`config.mk`:
```
export PLATFORM = sky130hd
export DESIGN_NAME = clk_fanout_gate
export DESIGN_NICKNAME = d
export VERILOG_FILES = /design/src/rtl/clk_fanout_pkg.sv /design/src/rtl/ser_bus_sampler.sv /design/src/rtl/ser_write_slave.sv /design/src/rtl/mask_bank.sv /design/src/rtl/clk_out_stage.sv /design/src/rtl/clk_fanout_gate.sv
export SDC_FILE = /design/constraint.sdc
export NUM_CORES = 1
export LEC_CHECK = 0
export ABC_AREA = 1
export CELL_PAD_IN_SITES_DETAIL_PLACEMENT = 0
export CELL_PAD_IN_SITES_GLOBAL_PLACEMENT = 1
export CORE_ASPECT_RATIO = 0.7
export CORE_MARGIN = 1.5
export CORE_UTILIZATION = 35
export DETAILED_ROUTE_END_ITERATION = 12
export PLACE_DENSITY_LB_ADDON = 0.3
export RECOVER_POWER = 100
export SETUP_SLACK_MARGIN = 0.5
export SYNTH_ARGS = -nofsm -noshare
export SYNTH_HDL_FRONTEND = slang
export SYNTH_SLANG_ARGS = --single-unit
export TNS_END_PERCENT = 5
```
`constraint.sdc`:
```
create_clock -name buf_in -period 1.5 [get_ports buf_in]
set_input_delay 0.15 -clock buf_in [delete_from_list [all_inputs] [get_ports buf_in]]
set_output_delay 0.15 -clock buf_in [all_outputs]
set_load 0.01 [all_outputs]
```
`src/rtl/clk_fanout_pkg.sv`:
```
`timescale 1ns/1ps
package clk_fanout_pkg;

  localparam int NUM_OUT     = 18;
  localparam int BYTE_W      = 8;
  localparam int ADDR_W      = 7;
  localparam int MASK_BYTES  = 3;
  localparam int IDX_W       = $clog2(MASK_BYTES + 1);
  localparam int BITCNT_W    = $clog2(BYTE_W);
  localparam int SYNC_STAGES = 2;
  localparam logic [ADDR_W-1:0] DEV_ADDR = 7'b1101001;

  typedef enum logic [2:0] {
    ST_IDLE,
    ST_ADDR,
    ST_ADDR_ACK,
    ST_DATA,
    ST_DATA_ACK,
    ST_IGNORE
  } ser_state_e;

  // The first byte of a frame selects this slave for writing.
  function automatic logic addr_selects(input logic [BYTE_W-1:0] first);
    return (first[BYTE_W-1:1] == DEV_ADDR) && (first[0] == 1'b0);
  endfunction

  // Fold one received byte into the mask. Slot 2 carries only two live bits.
  function automatic logic [NUM_OUT-1:0] fold_byte(
    input logic [NUM_OUT-1:0] cur,
    input logic [IDX_W-1:0]   slot,
    input logic [BYTE_W-1:0]  val
  );
    logic [NUM_OUT-1:0] nxt;
    nxt = cur;
    case (slot)
      2'd0:    nxt[7:0]   = val;
      2'd1:    nxt[15:8]  = val;
      2'd2:    nxt[17:16] = val[7:6];
      default: nxt = cur;
    endcase
    return nxt;
  endfunction

endpackage

```
`src/rtl/ser_bus_sampler.sv`:
```
`timescale 1ns/1ps
module ser_bus_sampler #(
  parameter int STAGES = clk_fanout_pkg::SYNC_STAGES
) (
  input  logic clk,
  input  logic rst_n,
  input  logic scl_in,
  input  logic sda_in,
  output logic sda_q,
  output logic scl_rise,
  output logic scl_fall,
  output logic start_evt,
  output logic stop_evt
);

  logic [STAGES-1:0] scl_sh;
  logic [STAGES-1:0] sda_sh;
  logic              scl_q;
  logic              scl_d;
  logic              sda_d;

  // The idle bus is high on both lines.
  always_ff @(posedge clk or negedge rst_n) begin
    if (!rst_n) begin
      scl_sh <= '1;
      sda_sh <= '1;
      scl_d  <= 1'b1;
      sda_d  <= 1'b1;
    end else begin
      scl_sh <= {scl_sh[STAGES-2:0], scl_in};
      sda_sh <= {sda_sh[STAGES-2:0], sda_in};
      scl_d  <= scl_q;
      sda_d  <= sda_q;
    end
  end

  assign scl_q     = scl_sh[STAGES-1];
  assign sda_q     = sda_sh[STAGES-1];
  assign scl_rise  = scl_q & ~scl_d;
  assign scl_fall  = ~scl_q & scl_d;
  // A change of SDA while SCL stays high marks a frame boundary.
  assign start_evt = scl_q & scl_d & sda_d & ~sda_q;
  assign stop_evt  = scl_q & scl_d & ~sda_d & sda_q;

endmodule

```
`src/rtl/ser_write_slave.sv`:
```
`timescale 1ns/1ps
module ser_write_slave
  import clk_fanout_pkg::*;
(
  input  logic              clk,
  input  logic              rst_n,
  input  logic              sda_q,
  input  logic              scl_rise,
  input  logic              scl_fall,
  input  logic              start_evt,
  input  logic              stop_evt,
  output logic              wr_stb,
  output logic [IDX_W-1:0]  wr_slot,
  output logic [BYTE_W-1:0] wr_byte,
  output logic              ack_drive
);

  localparam logic [BITCNT_W-1:0] LAST_BIT  = BITCNT_W'(BYTE_W - 1);
  localparam logic [IDX_W-1:0]    SLOT_SINK = IDX_W'(MASK_BYTES);

  ser_state_e             state;
  logic [BITCNT_W-1:0]    bit_cnt;
  logic [BYTE_W-2:0]      shreg;
  logic [IDX_W-1:0]       slot;
  logic                   ack_due;
  logic [BYTE_W-1:0]      full_byte;
  logic                   byte_done;

  assign full_byte = {shreg, sda_q};
  assign byte_done = scl_rise && (bit_cnt == LAST_BIT);

  always_ff @(posedge clk or negedge rst_n) begin
    if (!rst_n) begin
      state     <= ST_IDLE;
      bit_cnt   <= '0;
      shreg     <= '0;
      slot      <= '0;
      ack_due   <= 1'b0;
      ack_drive <= 1'b0;
      wr_stb    <= 1'b0;
      wr_slot   <= '0;
      wr_byte   <= '0;
    end else begin
      wr_stb <= 1'b0;
      if (start_evt) begin
        state     <= ST_ADDR;
        bit_cnt   <= '0;
        slot      <= '0;
        ack_due   <= 1'b0;
        ack_drive <= 1'b0;
      end else if (stop_evt) begin
        state     <= ST_IDLE;
        ack_due   <= 1'b0;
        ack_drive <= 1'b0;
      end else begin
        case (state)
          ST_ADDR: begin
            if (scl_rise) begin
              shreg   <= full_byte[BYTE_W-2:0];
              bit_cnt <= bit_cnt + 1'b1;
            end
            if (byte_done) begin
              if (addr_selects(full_byte)) begin
                state   <= ST_ADDR_ACK;
                ack_due <= 1'b1;
              end else begin
                state <= ST_IGNORE;
              end
            end
          end
          ST_DATA: begin
            if (scl_rise) begin
              shreg   <= full_byte[BYTE_W-2:0];
              bit_cnt <= bit_cnt + 1'b1;
            end
            if (byte_done) begin
              wr_stb  <= 1'b1;
              wr_slot <= slot;
              wr_byte <= full_byte;
              if (slot != SLOT_SINK) slot <= slot + 1'b1;
              state   <= ST_DATA_ACK;
              ack_due <= 1'b1;
            end
          end
          ST_ADDR_ACK, ST_DATA_ACK: begin
            if (scl_fall) begin
              if (ack_due) begin
                ack_drive <= 1'b1;
                ack_due   <= 1'b0;
              end else if (ack_drive) begin
                ack_drive <= 1'b0;
                bit_cnt   <= '0;
                state     <= ST_DATA;
              end
            end
          end
          default: ;
        endcase
      end
    end
  end

  // the pull-down only ever starts inside an acknowledge slot
  a_r4_ack_in_slot: assert property (@(posedge clk) disable iff (!rst_n)
    $rose(ack_drive) |-> (state == ST_ADDR_ACK || state == ST_DATA_ACK));

  // the pull-down ends on an SCL fall or at a frame boundary
  a_r11_release_on_fall: assert property (@(posedge clk) disable iff (!rst_n)
    $fell(ack_drive) |-> ($past(scl_fall) || $past(start_evt) || $past(stop_evt)));

  // a frame that was not selected never acknowledges
  a_r5_ignored_is_silent: assert property (@(posedge clk) disable iff (!rst_n)
    (state == ST_IGNORE) |=> !ack_drive);

  // once past the last mask byte, the slot stays in the sink until a START
  a_r9_slot_saturates: assert property (@(posedge clk) disable iff (!rst_n)
    (slot == SLOT_SINK && !start_evt) |=> (slot == SLOT_SINK));

endmodule

```
`src/rtl/mask_bank.sv`:
```
`timescale 1ns/1ps
module mask_bank
  import clk_fanout_pkg::*;
(
  input  logic               clk,
  input  logic               rst_n,
  input  logic               wr_stb,
  input  logic [IDX_W-1:0]   wr_slot,
  input  logic [BYTE_W-1:0]  wr_byte,
  output logic [NUM_OUT-1:0] mask
);

  always_ff @(posedge clk or negedge rst_n) begin
    if (!rst_n)      mask <= '1;
    else if (wr_stb) mask <= fold_byte(mask, wr_slot, wr_byte);
  end

  // the mask moves only when a complete byte is handed over
  a_r8_only_on_commit: assert property (@(posedge clk) disable iff (!rst_n)
    !wr_stb |=> $stable(mask));

  // the first byte lands on the low eight outputs
  a_r6_first_byte_low: assert property (@(posedge clk) disable iff (!rst_n)
    (wr_stb && wr_slot == 2'd0) |=> (mask[7:0] == $past(wr_byte)));

  // the third byte never disturbs outputs 15..0
  a_r7_third_byte_narrow: assert property (@(posedge clk) disable iff (!rst_n)
    (wr_stb && wr_slot == 2'd2) |=> (mask[15:0] == $past(mask[15:0])));

  // surplus bytes leave the mask untouched
  a_r9_surplus_dropped: assert property (@(posedge clk) disable iff (!rst_n)
    (wr_stb && wr_slot == 2'd3) |=> $stable(mask));

endmodule

```
`src/rtl/clk_out_stage.sv`:
```
`timescale 1ns/1ps
module clk_out_stage
  import clk_fanout_pkg::*;
(
  input  logic               buf_in,
  input  logic               rst_n,
  input  logic               oe,
  input  logic [NUM_OUT-1:0] mask,
  output logic [NUM_OUT-1:0] out_val,
  output logic [NUM_OUT-1:0] out_en
);

  logic [NUM_OUT-1:0] gate_mask;

  // Retime on the falling edge so that a gate opens or closes only while the clock is low.
  always_ff @(negedge buf_in or negedge rst_n) begin
    if (!rst_n) gate_mask <= '1;
    else        gate_mask <= mask;
  end

  for (genvar g = 0; g < NUM_OUT; g++) begin : g_pin
    assign out_en[g]  = oe;
    assign out_val[g] = oe & gate_mask[g] & buf_in;
  end

  // the gate copy has caught up with the mask by every rising edge
  a_r3_gate_tracks_mask: assert property (@(posedge buf_in) disable iff (!rst_n)
    gate_mask == mask);

endmodule

```
`src/rtl/clk_fanout_gate.sv`:
```
`timescale 1ns/1ps
module clk_fanout_gate
  import clk_fanout_pkg::*;
(
  input  logic               buf_in,
  input  logic               rst_n,
  input  logic               oe,
  input  logic               scl,
  input  logic               sda,
  output logic               sda_pull_low,
  output logic [NUM_OUT-1:0] out_val,
  output logic [NUM_OUT-1:0] out_en
);

  logic               sda_q;
  logic               scl_rise;
  logic               scl_fall;
  logic               start_evt;
  logic               stop_evt;
  logic               wr_stb;
  logic [IDX_W-1:0]   wr_slot;
  logic [BYTE_W-1:0]  wr_byte;
  logic [NUM_OUT-1:0] mask;

  ser_bus_sampler #(.STAGES(SYNC_STAGES)) u_sampler (
    .clk       (buf_in),
    .rst_n     (rst_n),
    .scl_in    (scl),
    .sda_in    (sda),
    .sda_q     (sda_q),
    .scl_rise  (scl_rise),
    .scl_fall  (scl_fall),
    .start_evt (start_evt),
    .stop_evt  (stop_evt)
  );

  ser_write_slave u_slave (
    .clk       (buf_in),
    .rst_n     (rst_n),
    .sda_q     (sda_q),
    .scl_rise  (scl_rise),
    .scl_fall  (scl_fall),
    .start_evt (start_evt),
    .stop_evt  (stop_evt),
    .wr_stb    (wr_stb),
    .wr_slot   (wr_slot),
    .wr_byte   (wr_byte),
    .ack_drive (sda_pull_low)
  );

  mask_bank u_mask (
    .clk     (buf_in),
    .rst_n   (rst_n),
    .wr_stb  (wr_stb),
    .wr_slot (wr_slot),
    .wr_byte (wr_byte),
    .mask    (mask)
  );

  clk_out_stage u_out (
    .buf_in  (buf_in),
    .rst_n   (rst_n),
    .oe      (oe),
    .mask    (mask),
    .out_val (out_val),
    .out_en  (out_en)
  );

endmodule

```
==> metrics.csv, run 1 <==
stage,metric,value,unit
sta,setup_total_negative_slack,-12.49,ns
floorplanning,die_height,80.5,um
global_routing,gr-usage-all-layers,14.9,%
detailed_routing,vias_per_cell,4.45,
clock_network,clock_insertion_delay_worst_skew,0.54,ns
detailed_routing,via_count,2273,
setup_path,cp.arrival,2.04,ns
setup_path,critPathLaunchType,register,
synthesis,synth.area.top_cells,"sky130_fd_sc_hd__dfstp_2 (37%), sky130_fd_sc_hd__dfrtp_1 (23%), sky130_fd_sc_hd__nand2_1 (9.7%)",
setup_path,cp_top_family,flip-flops,
setup_path,crit_path_top_delay_cell,sky130_fd_sc_hd__dfstp_2,
finish,finalNetCount,408,
sta,hold_violations,0,
sta,timing.slew.headroom,33.0,%
detailed_routing,detail-route-antenna-nets,0,
finish,drive_gt1_share,35.0,%
sta,final_max_slew_viol_count,0,
power_and_ir_drop,power.density,1650,mW/mm2
synthesis,seq_area_frac_synth,60.0,%
finish,post-route-util,48.2,%
synthesis,synth-warning-count,0,
synthesis,synth_top_area_cell,sky130_fd_sc_hd__dfstp_2,
sta,slew_worst_pin,1.00,ns
detailed_routing,drt-pass1-iter-count,4,
synthesis,post_synth_inst_count,331,
setup_path,worst_setup_path_end_kind,output pin,
finish,mostFrequentLayoutCell,sky130_fd_sc_hd__nand2_1,
clock_network,clk_pin_slew,0.06,ns
finish,fill_cells,812,
floorplanning,start_util,35.7,%
global_routing,globalRouteOverflowTotal,0,
global_routing,grt_antenna_before_repair,0,
setup_path,setup.worst_path.class,register to output pin,
floorplanning,fp.coreArea,0.00841,mm2
sta,grt_setup_unrepaired,true,
power_and_ir_drop,power,6.67,mW
floorplanning,fp.dieW,114,um
global_routing,first_global_vias,2208,
detailed_routing,wl_per_cell,11.3,um
synthesis,ys_async_sr_fraction,100,%
sta,timing.final.setup_violations,54,
synthesis,yosys.cell_types.count,20,
outcome,violations,setup timing,
detailed_routing,drc,0,
finish,final_std_cells_w_o_fill,511,
floorplanning,io_pins,42,
sta,postLayoutSetupSlackWorst,-0.687,ns
placement,dpl.hpwl,3800,um
detailed_routing,postRouteWirelength,5770,um
global_routing,global_route.peak_usage_layer,met2,
power_and_ir_drop,p_leak,1.92,nW
synthesis,synth.net_count,339,
outcome,run_status,"finished, violations left",
clock_network,cts_post_setup_buffers_inserted,0,
setup_path,max_fo_critical_path,1,
hold_path,hold_class,input pin to register,
global_routing,global_route_wire_length_before_repair,9780,um
synthesis,synthesis.area,0.00301,mm2
setup_path,worstPathCellList,"inv_2, nor2_1, buf_2",
global_routing,global_route.usage.met3,10.0,%
detailed_routing,detailedRoute.firstIterationViolations,94,
finish,final_cell_mix,"sky130_fd_sc_hd__nand2_1 (62), sky130_fd_sc_hd__inv_1 (52), sky130_fd_sc_hd__dfstp_2 (34), sky130_fd_sc_hd__nor2_1 (28), sky130_fd_sc_hd__dfrtp_1 (28)",
finish,final-seq-area,0.00180,mm2
setup_path,cpPeakStageDelay,0.53,ns
global_routing,grt_start_max_net_pins,42,
placement,globalplace.congestion,0.744,
synthesis,postSynthRegisterBits,70,
placement,post-place-cells,466,
synthesis,synth-edff-count,0,
global_routing,grt_use_met1,17.6,%
placement,place.port_buffers,41,
setup_path,critical_path_buf_inv_count,2,
floorplanning,floorplan.die_area,0.00916,mm2
job,drv.max_cap_violation_count,0,
finish,multi_input_comb_area,968,um2
floorplanning,floorplan.rows,28,
sta,post_route_skew,0.0962,ns
synthesis,post_synth.cell_area_avg,9.08,um2
power_and_ir_drop,max-vdd-ir-drop,0.802,mV
setup_path,required,1.35,ns
synthesis,postSynth.topFlopCell,sky130_fd_sc_hd__dfstp_2,
synthesis,synth_top_area_share,36.7,%
finish,antenna-diode-count,0,
global_routing,grt_util_met2,18.7,%
sta,whs,0.245,ns
finish,area_growth_syn_to_layout,34.8,%
clock_network,clock_tree_from_tritoncts,done,
## metrics by stage
stage	setup slack [ns]	cell area, um2
finish	-0.687	4050
global route	-0.749	4050
CTS	-0.824	4050
detailed placement	-0.558	3500
global placement	-0.544	3500
floorplan	-0.0927	3010
## what timing repair did
item | CTS | global route
hold buffers | 1 | 0
cloned | 1 | 0
gates resized for setup | 134 | 45
pin swaps | 36 | 8
setup endpoints to repair | 103 | 100
hold endpoints to repair | 11 | 0
## cells in the mapped netlist (3+ instances only)
master,count
sky130_fd_sc_hd__nand2_1,78
sky130_fd_sc_hd__clkbuf_1,3
sky130_fd_sc_hd__buf_4,19
sky130_fd_sc_hd__nand3_1,21
sky130_fd_sc_hd__o21ai_0,35
sky130_fd_sc_hd__ha_1,3
sky130_fd_sc_hd__inv_1,47
sky130_fd_sc_hd__dfstp_2,42
sky130_fd_sc_hd__nor2_1,37
sky130_fd_sc_hd__a21oi_1,5
sky130_fd_sc_hd__dfrtp_1,28
## layer usage
metal	vias up	routed length, um	part of all wire [%]
met5	-	0	0
met4	0	117	2.0
met2	55	2450	42
li1	1150	-	-
met3	11	367	6.4
met1	1057	2840	49
## cells by family after synthesis
kind of cell / count (synthesis) / synth area share [%]
AOI/OAI and AO/OA: 41 / 6.95
adders and majority gates: 3 / 1.25
buffers and inverters: 72 / 11.4
DFF: 70 / 60.0
and+or+nand+nor: 145 / 20.3
## worst paths after layout
path,start,to,slack [ns],cells past startpoint
max,u_out.gate_mask[11],out_val[11],-0.69,3
min,sda,u_sampler.sda_sh[0],0.25,1
max reg2reg,u_sampler.scl_sh[1],u_slave.bit_cnt[1],-0.10,8
min reg2reg,u_sampler.scl_sh[0],u_sampler.scl_sh[1],0.36,0
max in group asynchronous,rst_n,u_slave.bit_cnt[2],0.03,3
min in group asynchronous,rst_n,u_slave.state[1],0.85,3
## sequential cells by signal, indices dropped and copies added (netlist names), 2 cells and up
name	flops
u_slave.bit_cnt	3
u_slave.wr_byte	8
u_sampler.sda_sh	2
u_slave.state	3
u_mask.mask	18
u_out.gate_mask	18
u_slave.wr_slot	2
u_slave.slot	2
u_slave.shreg	7
u_sampler.scl_sh	2
## where the power goes
part | internal, mW | switching, mW | leakage, nW
Sequential | 2.10 | 0.172 | 0.804
Combinational | 0.409 | 0.684 | 0.632
Clock | 2.10 | 1.21 | 0.481
Total | 4.61 | 2.07 | 1.92
## area by class of cell
cell class / instances / share of cell area [%]
well taps: 105 / 3.24
clock inverters: 26 / 2.96
inverters: 47 / 4.35
repair buffers: 37 / 7.32
clock buffers: 37 / 13.7
multi-input cells: 189 / 23.9
flip-flops and latches: 70 / 44.5
No activity file was read; power rests on OpenSTA's default activity.
==> run 2, diff against run 1 <==
CORE_MARGIN = 4   (was 1.5)
CORE_UTILIZATION = 41   (was 35)
SLEW_MARGIN = 20   (was unset)
==> metrics.csv, run 2 (same netlist as run 1, synthesis figures left out) <==
stage,metric,value,unit
outcome,run_status,"finished, violations left",
outcome,violations,setup timing,
sta,timing.final.setup_violations,89,
setup_path,worstPathCellList,"inv_2, nor2_2, buf_2",
finish,mostFrequentLayoutCell,sky130_fd_sc_hd__nand2_1,
finish,largest_registers,"u_mask.mask (18), u_out.gate_mask (18), u_slave.wr_byte (8)",
global_routing,grt_use_met1,19.5,%
finish,drive_gt1_share,37.1,%
placement,placement.setup.worst_slack,-0.557,ns
clock_network,clock_tree_from_tritoncts,done,
floorplanning,die_height,79.6,um
setup_path,required,1.35,ns
placement,dpl.hpwl,3930,um
detailed_routing,wl_per_cell,11.8,um
detailed_routing,vias_per_cell,4.62,
floorplanning,floorplan.rows,25,
power_and_ir_drop,power.density,1550,mW/mm2
global_routing,grt_util_met2,20.4,%
floorplanning,fp.coreArea,0.00694,mm2
finish,final_cell_mix,"sky130_fd_sc_hd__nand2_1 (62), sky130_fd_sc_hd__inv_1 (49), sky130_fd_sc_hd__dfstp_2 (35), sky130_fd_sc_hd__nor2_1 (28), sky130_fd_sc_hd__dfrtp_1 (28)",
placement,place.port_buffers,41,
global_routing,global_route.usage.met3,8.41,%
finish,fill_cells,634,
finish,finalNetCount,409,
detailed_routing,drc,0,
detailed_routing,postRouteWirelength,5930,um
setup_path,max_fo_critical_path,1,
finish,antenna-diode-count,0,
setup_path,crit_path_top_delay_cell,sky130_fd_sc_hd__dfstp_2,
detailed_routing,detail-route-antenna-nets,0,
global_routing,global_route.peak_usage_layer,met2,
global_routing,globalRouteOverflowTotal,0,
floorplanning,start_util,43.3,%
detailed_routing,via_count,2313,
clock_network,clk_pin_slew,0.08,ns
global_routing,grt_start_max_net_pins,21,
finish,final_design_area_no_fill,0.00395,mm2
job,drv.max_cap_violation_count,0,
floorplanning,floorplan.die_area,0.00879,mm2
finish,area_growth_syn_to_layout,31.4,%
sta,slew_worst_pin,1.09,ns
sta,hold_violations,0,
detailed_routing,drt-pass1-iter-count,4,
detailed_routing,detailedRoute.firstIterationViolations,99,
placement,dpl-instance-area,0.00349,mm2
setup_path,critical_path.reg2reg.startpoint,u_sampler.scl_sh[1],
clock_network,clock_insertion_delay_worst_skew,0.51,ns
sta,postLayoutSetupSlackWorst,-0.660,ns
floorplanning,io_pins,42,
finish,final_std_cells_w_o_fill,501,
hold_path,hold_class,input pin to register,
global_routing,gr-usage-all-layers,15.8,%
power_and_ir_drop,p_leak,1.83,nW
clock_network,cts_post_setup_buffers_inserted,0,
hold_path,worstHoldStart,scl,
sta,timing.slew.headroom,27.3,%
setup_path,worst_setup_path_end_kind,output pin,
sta,grt_setup_unrepaired,true,
global_routing,first_global_vias,2382,
setup_path,cp.arrival,2.01,ns
sta,post_route_skew,0.0598,ns
setup_path,beginning_of_the_critical_path,u_out.gate_mask[8],
setup_path,critPathLaunchType,register,
sta,final_max_slew_viol_count,0,
global_routing,global_route_wire_length_before_repair,10300,um
setup_path,cpPeakStageDelay,0.52,ns
global_routing,grt_antenna_before_repair,0,
placement,post-place-cells,455,
floorplanning,fp.dieW,110,um
setup_path,setup.worst_path.class,register to output pin,
power_and_ir_drop,max-vdd-ir-drop,0.889,mV
placement,globalplace.congestion,0.801,
==> run 2: through the flow <==
step	power, mW	setup TNS [ns]	hold slack (ns)	util, %
finish	6.11	-16.66	0.233	56.9
global route	6.58	-39.56	0.208	56.9
CTS	5.99	-11.91	0.0717	56.9
detailed placement	3.48	-10.75	0.136	50.2
global placement	3.45	-10.39	0.130	50.2
floorplan	3.16	-1.67	-0.146	-
==> run 2: routing by layer <==
metal,routed length [um],up-vias
met5,0,-
met4,112,0
met3,448,17
met2,2540,79
met1,2830,1071
li1,-,1146
==> run 2: final cells by class <==
| class | instances | area, um2 | share of cell area [%] |
|---|---|---|---|
| Clock inverter | 24 | 119 | 3.01 |
| Multi-Input combinational cell | 189 | 976 | 24.7 |
| Timing Repair Buffer | 37 | 314 | 7.95 |
| Tap cell | 94 | 118 | 2.98 |
| Clock buffer | 40 | 443 | 11.2 |
| Sequential cell | 70 | 1800 | 45.7 |
| Inverter | 47 | 176 | 4.47 |
==> run 2: final timing paths <==
| path | slack (ns) | to | cells after the start |
|---|---|---|---|
| min in group asynchronous | 0.77 | u_slave.shreg[6] | 3 |
| max in group asynchronous | -0.16 | u_sampler.sda_sh[1] | 4 |
| worst min register to register | 0.37 | u_sampler.sda_sh[1] | 0 |
| worst max-delay path | -0.66 | out_val[8] | 3 |
| worst max register to register | -0.11 | u_slave.state[1] | 9 |
| worst min-delay path | 0.23 | u_sampler.scl_sh[0] | 1 |
==> run 2: report_power, final <==
part | switching [mW] | internal (mW) | total, mW
Combinational | 0.693 | 0.409 | 1.10
Sequential | 0.183 | 2.10 | 2.28
Clock | 1.17 | 1.56 | 2.73
==> run 2: repair_timing <==
action | CTS | global route
gates cloned | 0 | 1
gates resized for setup | 176 | 57
hold endpoints to repair | 39 | 0
endpoints found under the setup margin | 107 | 170
pin swaps | 35 | 4
hold buffers | 1 | 0
==> run 2: worst max-delay path, delay by kind of cell (launching register included) <==
family | cells | cell delay [ns]
flip-flops | 1 | 0.52
buffers and inverters | 2 | 0.16
AND/OR/NAND/NOR | 1 | 0.08
